[config.mk]
export PLATFORM = sky130hd
export DESIGN_NAME = telem_line_tx
export DESIGN_NICKNAME = d
export VERILOG_FILES = /design/src/rtl/telem_pkg.sv /design/src/rtl/telem_baud_gen.sv /design/src/rtl/telem_uart_tx.sv /design/src/rtl/telem_line_tx.sv
export SDC_FILE = /design/constraint.sdc
export NUM_CORES = 1
export LEC_CHECK = 0
export BUFFER_PORTS_ARGS = -buffer_cell sky130_fd_sc_hd__buf_4
export CAP_MARGIN = 20
export CORE_UTILIZATION = 35
export DETAILED_ROUTE_END_ITERATION = 10
export SETUP_SLACK_MARGIN = 0.2
export SYNTH_ARGS = -nofsm -noshare
export SYNTH_HDL_FRONTEND = slang
export SYNTH_SLANG_ARGS = --single-unit
[constraint.sdc]
create_clock -name clk -period 2.9 [get_ports clk]
set_input_delay 0.435 -clock clk [delete_from_list [all_inputs] [get_ports clk]]
set_output_delay 0.435 -clock clk [all_outputs]
set_load 0.02 [all_outputs]
[src/rtl/telem_pkg.sv]
package telem_pkg;

    typedef enum logic [2:0] {
        ST_IDLE = 3'd0,
        ST_LOAD = 3'd1,
        ST_SIGN = 3'd2,
        ST_CALC = 3'd3,
        ST_EMIT = 3'd4,
        ST_SEP  = 3'd5,
        ST_LF   = 3'd6
    } line_st_e;

    localparam logic [7:0] CH_ZERO  = 8'h30;
    localparam logic [7:0] CH_MINUS = 8'h2D;
    localparam logic [7:0] CH_SPACE = 8'h20;
    localparam logic [7:0] CH_CR    = 8'h0D;
    localparam logic [7:0] CH_LF    = 8'h0A;

    // Decimal digits needed for the largest magnitude of a w-bit signed value.
    function automatic int dec_digits(input int w);
        longint unsigned m;
        int n;
        m = 64'd1 << (w - 1);
        n = 0;
        for (int i = 0; i < 20; i++) begin
            if (m != 0) begin
                m = m / 10;
                n = n + 1;
            end
        end
        return n;
    endfunction

    function automatic longint unsigned pow10(input int p);
        longint unsigned v;
        v = 1;
        for (int i = 0; i < 20; i++) begin
            if (i < p) v = v * 10;
        end
        return v;
    endfunction

endpackage

[src/rtl/telem_baud_gen.sv]
module telem_baud_gen #(
    parameter int DIV = 320
) (
    input  logic clk,
    input  logic rst_n,
    input  logic run,
    output logic tick
);
    localparam int CNT_W = (DIV > 1) ? $clog2(DIV) : 1;
    localparam logic [CNT_W-1:0] LAST = CNT_W'(DIV - 1);

    typedef struct packed {
        logic [CNT_W-1:0] cnt;
    } baud_t;

    baud_t r_q, r_d;

    always_comb begin
        r_d  = r_q;
        tick = 1'b0;
        if (!run) begin
            r_d.cnt = '0;
        end else if (r_q.cnt == LAST) begin
            tick    = 1'b1;
            r_d.cnt = '0;
        end else begin
            r_d.cnt = r_q.cnt + CNT_W'(1);
        end
    end

    always_ff @(posedge clk or negedge rst_n) begin
        if (!rst_n) r_q <= '0;
        else        r_q <= r_d;
    end

endmodule

[src/rtl/telem_uart_tx.sv]
module telem_uart_tx #(
    parameter int DIV = 320
) (
    input  logic       clk,
    input  logic       rst_n,
    input  logic       valid,
    input  logic [7:0] data,
    output logic       ready,
    output logic       tx
);
    localparam int FRAME_BITS = 10;

    typedef struct packed {
        logic       busy;
        logic [9:0] shreg;
        logic [3:0] nleft;
    } ser_t;

    ser_t r_q, r_d;
    logic tick;

    telem_baud_gen #(.DIV(DIV)) i_baud (
        .clk  (clk),
        .rst_n(rst_n),
        .run  (r_q.busy),
        .tick (tick)
    );

    always_comb begin
        r_d = r_q;
        if (!r_q.busy) begin
            if (valid) begin
                r_d.busy  = 1'b1;
                r_d.shreg = {1'b1, data, 1'b0};
                r_d.nleft = 4'(FRAME_BITS);
            end
        end else if (tick) begin
            r_d.shreg = {1'b1, r_q.shreg[9:1]};
            r_d.nleft = r_q.nleft - 4'd1;
            if (r_q.nleft == 4'd1) r_d.busy = 1'b0;
        end
    end

    always_ff @(posedge clk or negedge rst_n) begin
        if (!rst_n) r_q <= '0;
        else        r_q <= r_d;
    end

    assign ready = !r_q.busy;
    assign tx    = r_q.busy ? r_q.shreg[0] : 1'b1;

endmodule

[src/rtl/telem_line_tx.sv]
module telem_line_tx
    import telem_pkg::*;
#(
    parameter int CLK_HZ = 36_864_000,
    parameter int BAUD   = 115_200,
    parameter int VAL_W  = 16
) (
    input  logic                    clk,
    input  logic                    rst_n,
    input  logic                    trig,
    input  logic signed [VAL_W-1:0] d_act,
    input  logic signed [VAL_W-1:0] d_ref,
    input  logic signed [VAL_W-1:0] q_act,
    input  logic signed [VAL_W-1:0] q_ref,
    output logic                    tx
);
    localparam int NCOL = 4;
    localparam int CW   = $clog2(NCOL);
    localparam int DIV  = (CLK_HZ + BAUD / 2) / BAUD;
    localparam int ND   = dec_digits(VAL_W);
    localparam int PW   = (ND > 1) ? $clog2(ND) : 1;
    localparam int VW1  = VAL_W + 1;

    typedef struct packed {
        line_st_e                       st;
        logic [CW-1:0]                  col;
        logic [NCOL-1:0][VAL_W-1:0]     cap;
        logic [VAL_W-1:0]               mag;
        logic [PW-1:0]                  pw;
        logic [3:0]                     dig;
        logic                           lead;
    } line_t;

    line_t r_q, r_d;

    logic [NCOL-1:0][VAL_W-1:0] in_vec;
    logic                       send_valid;
    logic [7:0]                 send_char;
    logic                       tx_rdy;
    logic [VAL_W:0]             pw_val;
    logic [VAL_W-1:0]           cur;
    logic                       show;

    // Column order on the line: index 0 is sent first.
    assign in_vec[0] = d_act;
    assign in_vec[1] = d_ref;
    assign in_vec[2] = q_act;
    assign in_vec[3] = q_ref;

    telem_uart_tx #(.DIV(DIV)) i_uart (
        .clk  (clk),
        .rst_n(rst_n),
        .valid(send_valid),
        .data (send_char),
        .ready(tx_rdy),
        .tx   (tx)
    );

    // Power of ten selected by the current digit position.
    always_comb begin
        pw_val = '0;
        for (int i = 0; i < ND; i++) begin
            if (r_q.pw == PW'(i)) pw_val = VW1'(pow10(i));
        end
    end

    assign cur  = r_q.cap[r_q.col];
    assign show = (r_q.dig != 4'd0) || r_q.lead || (r_q.pw == '0);

    always_comb begin
        r_d        = r_q;
        send_valid = 1'b0;
        send_char  = CH_ZERO;
        unique case (r_q.st)
            ST_IDLE: begin
                if (trig && tx_rdy) begin
                    r_d.cap = in_vec;
                    r_d.col = '0;
                    r_d.st  = ST_LOAD;
                end
            end
            ST_LOAD: begin
                r_d.pw   = PW'(ND - 1);
                r_d.dig  = 4'd0;
                r_d.lead = 1'b0;
                if (cur[VAL_W-1]) begin
                    r_d.mag = ~cur + VAL_W'(1);
                    r_d.st  = ST_SIGN;
                end else begin
                    r_d.mag = cur;
                    r_d.st  = ST_CALC;
                end
            end
            ST_SIGN: begin
                send_valid = 1'b1;
                send_char  = CH_MINUS;
                if (tx_rdy) r_d.st = ST_CALC;
            end
            ST_CALC: begin
                if ({1'b0, r_q.mag} >= pw_val) begin
                    r_d.mag = r_q.mag - pw_val[VAL_W-1:0];
                    r_d.dig = r_q.dig + 4'd1;
                end else begin
                    r_d.st = ST_EMIT;
                end
            end
            ST_EMIT: begin
                if (show) begin
                    send_valid = 1'b1;
                    send_char  = CH_ZERO + {4'd0, r_q.dig};
                end
                if (!show || tx_rdy) begin
                    if (show) r_d.lead = 1'b1;
                    if (r_q.pw == '0) begin
                        r_d.st = ST_SEP;
                    end else begin
                        r_d.pw  = r_q.pw - PW'(1);
                        r_d.dig = 4'd0;
                        r_d.st  = ST_CALC;
                    end
                end
            end
            ST_SEP: begin
                send_valid = 1'b1;
                if (r_q.col == CW'(NCOL - 1)) begin
                    send_char = CH_CR;
                    if (tx_rdy) r_d.st = ST_LF;
                end else begin
                    send_char = CH_SPACE;
                    if (tx_rdy) begin
                        r_d.col = r_q.col + CW'(1);
                        r_d.st  = ST_LOAD;
                    end
                end
            end
            ST_LF: begin
                send_valid = 1'b1;
                send_char  = CH_LF;
                if (tx_rdy) r_d.st = ST_IDLE;
            end
            default: r_d.st = ST_IDLE;
        endcase
    end

    always_ff @(posedge clk or negedge rst_n) begin
        if (!rst_n) r_q <= '0;
        else        r_q <= r_d;
    end

    // Plain views of the state for the bound checker.
    line_st_e                         st_w;
    logic [NCOL*VAL_W-1:0]            cap_w;
    logic [3:0]                       dig_w;
    assign st_w  = r_q.st;
    assign cap_w = r_q.cap;
    assign dig_w = r_q.dig;

endmodule

After elaboration in Yosys (flattened, before gate mapping)
Cells that the tools add are included.

storage, ports and cells
  bits of input ports = 67
  register bits after elaboration = 117
  logic and storage cells = 128

operators by class
  multipliers = 6
  equal/unequal tests = 24
  add/sub/neg operators = 8
  magnitude comparators = 2
  reductions and logical operators = 23
  muxes and demuxes = 50
  bitwise operators = 1

operator list
  cell                     count
  $mux W64                 6
  $mul A64 B3 Y16 const B  3
  $mul A64 B3 Y63 const B  3
  $mux W69                 1
  $mux W17                 3
  $mux W16                 3
  $mux W15                 3
  $bmux W16 S2             1
  $pmux W16 S2             1
  $pmux W7 S4              1
  $ne A2 B2 Y1 const B     11
  $mux W3                  7
  $pmux W3 S7              1
  $mux W9                  2
  $ge A16 B17 Y1           1
  $add A16 B1 Y16 const B  1
  $not A16 Y16             1
  $sub A16 B16 Y16         1
  $mux W7                  2
  $eq A3 B2 Y1 const B     4
  $eq A3 B3 Y1 const B     4
  $pmux W4 S3              1
  $add A9 B1 Y9 const B    1
  $eq A9 B9 Y1 const B     1
  30 further kinds         51

Logic depth before layout (Yosys ltp)
  depth after elaboration = 11
  mapped depth = 14

Hierarchy
A second synthesis with hierarchy kept.

unflattened totals
  cell total of the unflattened synthesis = 630
  area, all modules = 6799.0 um^2

modules (own cells, without submodules)
  module          instances  cells an instance  area an instance (um^2)
  telem_line_tx   1          503                5521.5
  telem_uart_tx   1          82                 833.3
  telem_baud_gen  1          45                 444.2

Worst setup path after synthesis
Ideal clock, no wire load.

  path type = flip-flop to flip-flop
  start point = register r_q[5] (netlist name)
  end point = register r_q[22] (netlist name)
  required time = 2.777 ns
  arrival time = 3.072 ns
  setup slack = -0.295 ns
  stages on the path, launching flop included = 12
  period minus slack after synthesis = 3.195 ns
  path through = dfrtp_1 > inv_1 > ha_1 > or3b_2 > ha_1 > nor2b_1 > o31a_1 > o41a_1 > a311o_1 > a311oi_1 > and3_1 > nor3_1

between the ends
  cells in the longest elaborated chain, start to end = 9
  elaborated cells on any way between the ends = 16
  classes of those cells = add/sub: 1; order compare: 1; eq/ne: 5; mux: 7; reduce/logical: 2

ends and longest elaborated chain
  element                                                    line                                        RTL
  start, declared                                            telem_line_tx.sv:34                         line_t r_q, r_d;
  start signal, assigned                                     telem_line_tx.sv:147                        else r_q <= r_d;
  $logic_not A3 Y1                                           telem_line_tx.sv:63                         if (r_q.pw == PW'(i)) pw_val = VW1'(pow10(i));
  $mux W1                                                    telem_line_tx.sv:63
  $mux W4                                                    telem_line_tx.sv:63
  $mux W17 (2 in series)                                     telem_line_tx.sv:63
  $mux W17 (*)                                               telem_line_tx.sv:63
  $sub A16 B16 Y16 / $ge A16 B17 Y1 (equally long branches)  telem_line_tx.sv:101, telem_line_tx.sv:100
  $mux W16 / $ne A2 B2 Y1 (equally long branches)            -
  $pmux W16 S2 / $reduce_and A2 Y1 (equally long branches)   -

Mark *: on every way between the ends. The rest lies on a longest branch, timed or not. The select of a mux whose other input is x is not followed.
A chain may end at the register's enable or synchronous reset.

Final worst setup path
  start point = register r_q[6] (netlist name)
  end point = register r_q[18] (netlist name)

Same word-level chain as after synthesis.

==> summary.md <==
| Metric | Value |
|---|---|
| # diodes | `0` |
| Pre-antenna DRT Iters | `8` |
| Leak | `4.18 nW` |
| Synth Area in Compound Gates | `14.7%` |
| Largest cells by area after synthesis | `dfrtp_1 44%, mux2_2 11%, mux4_2 4.7%, ha_1 4.5%, nand2_1 3.2%` |
| Netlist Area Pre-Place | `6660 um2` |
| Chip Width | `140 um` |
| Pin count of the biggest net entering global routing | `66` |
| Hold WC Path Type | `input port to asynchronous set/reset pin` |
| Worst Path Arrival | `3.30 ns` |
| Filler cells | `1634` |
| Clock Sinks | `117` |
| Layout cells sized above 1 | `42.4%` |
| Min Hold Slack | `-0.00388 ns` |
| Worst-Skew Late Latency | `0.42 ns` |
| CP Launch Type | `register` |
| Fraction of synthesized cell area in xor and xnor cells | `3.16%` |
| Syn nets | `716` |
| Nets | `839` |
| Outcome | `complete, but fails checks` |
| Distinct cell type count after synthesis | `65` |
| Max-Cap Viols | `0` |
| Post-DR vias/cell | `5.39` |
| Sequential power share | `42.3%` |
| Setup crit end kind | `register` |
| Metal2 WL | `8.28 mm` |
| All-Layer GR Usage | `17.4%` |
| Data required time of the worst path | `3.20 ns` |
| Final setup vio count | `10` |
| Final WL | `16.9 mm` |
| Initial antenna violation count | `0` |
| Largest family of logic cells by synthesized area | `multiplexers` |
| Pwr Density | `431 nW/um2` |
| Met3 Routed Length | `765 um` |
| WS Path Type | `register to register` |
| Flip-flop and latch area | `2930 um2` |
| Fraction of registers with async set/reset | `100%` |
| Highest Signal Layer | `met4` |
| DRT iter0 DRCs | `330` |
| Via count | `5361` |
| Starting Density | `35.6%` |
| Yosys top cell by area | `dfrtp_1` |
| Ports | `68` |
| GRT overflow | `0` |
| R2R cell count | `14` |
| Most instantiated library cell after synthesis | `dfrtp_1` |
| Area of the multi-input gates | `3940 um2` |
| Ys flop type | `dfrtp_1` |
| R2R Path Start | `r_q[6]` |
| Net Switching | `0.000805 W` |
| Number of synthesized flops with an enable pin | `0` |
| Worst-path clk slew | `0.06 ns` |
| Clock period minus final worst setup slack | `3.00 ns` |
| Mapped Cells | `624` |
| Area growth, synth to finish | `34.5%` |
| Post-Synth Adder-Cell Area | `4.81%` |
| Max_slew headroom | `61.4%` |
| Root Buffer | `clkbuf_16` |
| First-pass GRT wire length | `27.2 mm` |
| Failing checks | `design-rule violations, negative hold slack, negative setup slack` |
| Synth top area share | `44.0%` |
| Placed cell count | `938` |
| DR DRC count | `1` |
| Top cells by count, synth | `117 x dfrtp_1, 66 x mux2_2, 56 x nand2_1` |
| CTS tree | `done` |
| H-Tree Depth | `4` |
| Hold_buf cts | `0` |
| Post-synthesis sequential area ratio | `44.0%` |
| Clock power frac | `55.0%` |
| Clock Skews | `0.00867 ns` |
| I/O Buffers | `67` |
| Worst slew pin tran | `0.578 ns` |
| Clk buf depth | `2` |
| Synth warn | `0` |
| Simple-gate portion of the synthesized area | `12.7%` |
| # rows | `50` |
| Placer Congestion | `0.823` |
| Avg WL per Cell | `17.0 um` |
| Flop-to-flop setup slack | `-0.1 ns` |
| Max-slew violations | `0` |
| Total CTS buffers | `17` |
| Unrepaired setup endpoints after global routing | `yes` |
| Critical Path Fanout Max | `4` |
| Maximum VDD drop | `0.389 mV` |
| Die Area | `19600 um2` |
| Post-DRT Antenna Nets | `0` |
| Fin cells | `994` |
| Core Region | `18700 um2` |
| Fin util | `47.9%` |
| Final worst-path cycle share | `103%` |
| Reg2reg end | `r_q[18]` |
| Net Sw Frac | `20.8%` |
| Fmax | `0.333 GHz` |
| Internal power | `0.00306 W` |
| Comb pwr share | `2.7%` |
| Metal1 wirelength | `7.52 mm` |
| Vias in the first global route | `5629` |
| Seq cells post-synth | `117` |
| Syn_area_per_cell | `10.7 um2` |
| Endpoints failing hold | `2` |
| Chip height | `140 um` |
| Final worst slack | `-0.0989 ns` |
| Post-DP HPWL | `11.6 mm` |
| Post-synthesis mux area share | `17.3%` |
## metal layers
layer / track usage, % / up-vias
met2: 29.0 / 143
li1: - / 2527
met3: 3.56 / 30
met4: 7.87 / 0
met5: 0 / -
met1: 21.8 / 2661
## worst max path at each step
stage | end | slack [ns] | startpoint | depth (start not counted)
detailed placement | r_q[22] | -0.18 | r_q[6] | 13
global route | r_q[18] | -0.23 | r_q[6] | 14
finish | r_q[18] | -0.1 | r_q[6] | 14
global placement | r_q[22] | -0.04 | r_q[6] | 13
CTS | r_q[22] | -0.10 | r_q[5] | 11
floorplan | r_q[22] | 0.02 | r_q[5] | 11
## area by class of cell
class / instances / area share [%]
clock buffer: 19 / 4.94
clock inverter: 13 / 1.75
inverter: 24 / 1.03
multi-input combinational: 454 / 43.9
sequential: 117 / 32.7
tap: 234 / 3.27
timing repair buffer: 133 / 12.4
## power by group through the flow
stage | Combinational [W] | Sequential (W) | Clock, W
4_1_cts | 0.000110 | 0.00163 | 0.00217
6_report | 0.000106 | 0.00163 | 0.00213
3_5_place_dp | 0.000110 | 0.00166 | 0
2_1_floorplan | 0.00000127 | 0.00166 | 0
3_3_place_gp | 0.000107 | 0.00166 | 0
5_1_grt | 0.000118 | 0.00163 | 0.00224
## cell usage in the layout (no fill, tap or decap), types with 17 or more instances in the layout
cell	synthesis	routed
a21oi_1	32	29
clkbuf_16	0	19
nand2_1	56	44
xnor2_1	18	17
mux2_2	66	66
o21ai_0	32	18
dfrtp_1	117	115
buf_4	0	120
nor2_1	36	35
inv_1	21	19
## critical path: stages (launching register included)
cell and delay [ns]:
dfrtp_2 0.47, inv_2 0.12, ha_4 0.14, nor2b_4 0.13, and3b_2 0.21, ha_4 0.14, fa_2 0.22, nor2b_4 0.05
o31a_1 0.26, o41a_1 0.35, a311o_1 0.31, buf_4 0.15, xor2_2 0.14, mux2i_1 0.13, o21ai_1 0.07
## stage by stage
| step | TNS, ns | total power, W | worst slack (ns) | instance area, um2 | hold slack [ns] |
|---|---|---|---|---|---|
| floorplan | 0 | 0.00166 | 0.0204 | 6750 | 0.139 |
| global placement | -0.0439 | 0.00177 | -0.0439 | 7780 | 0.439 |
| detailed placement | -0.429 | 0.00177 | -0.176 | 7780 | 0.452 |
| CTS | -0.282 | 0.00391 | -0.102 | 8490 | 0.0123 |
| global route | -2.10 | 0.00399 | -0.231 | 8960 | 0.0338 |
| finish | -0.600 | 0.00387 | -0.0989 | 8960 | -0.00388 |
## cells by family after synthesis
family / Yosys count
XOR/XNOR: 24
AO/OA/AOI/OAI: 145
adder cells (fa/ha/maj): 25
buffers and inverters: 53
multiplexers: 88
flip-flops: 117
AND/OR/NAND/NOR: 172
## state kept, by name, summed over array words and instances, names as in the netlist
name	count
cap_w	64
r_q	22
i_uart.i_baud.r_q	9
dig_w	4
i_uart.r_q	15
st_w	3
## what timing repair did
| item | CTS | global route |
|---|---|---|
| buffers inserted | 3 | 18 |
| resized for setup | 18 | 73 |
| cloned | 0 | 3 |
| endpoints found under the setup margin | 30 | 30 |
| endpoints found under the hold margin | 0 | 0 |
| pin swaps | 5 | 29 |
(Power assumes the default switching activity.)
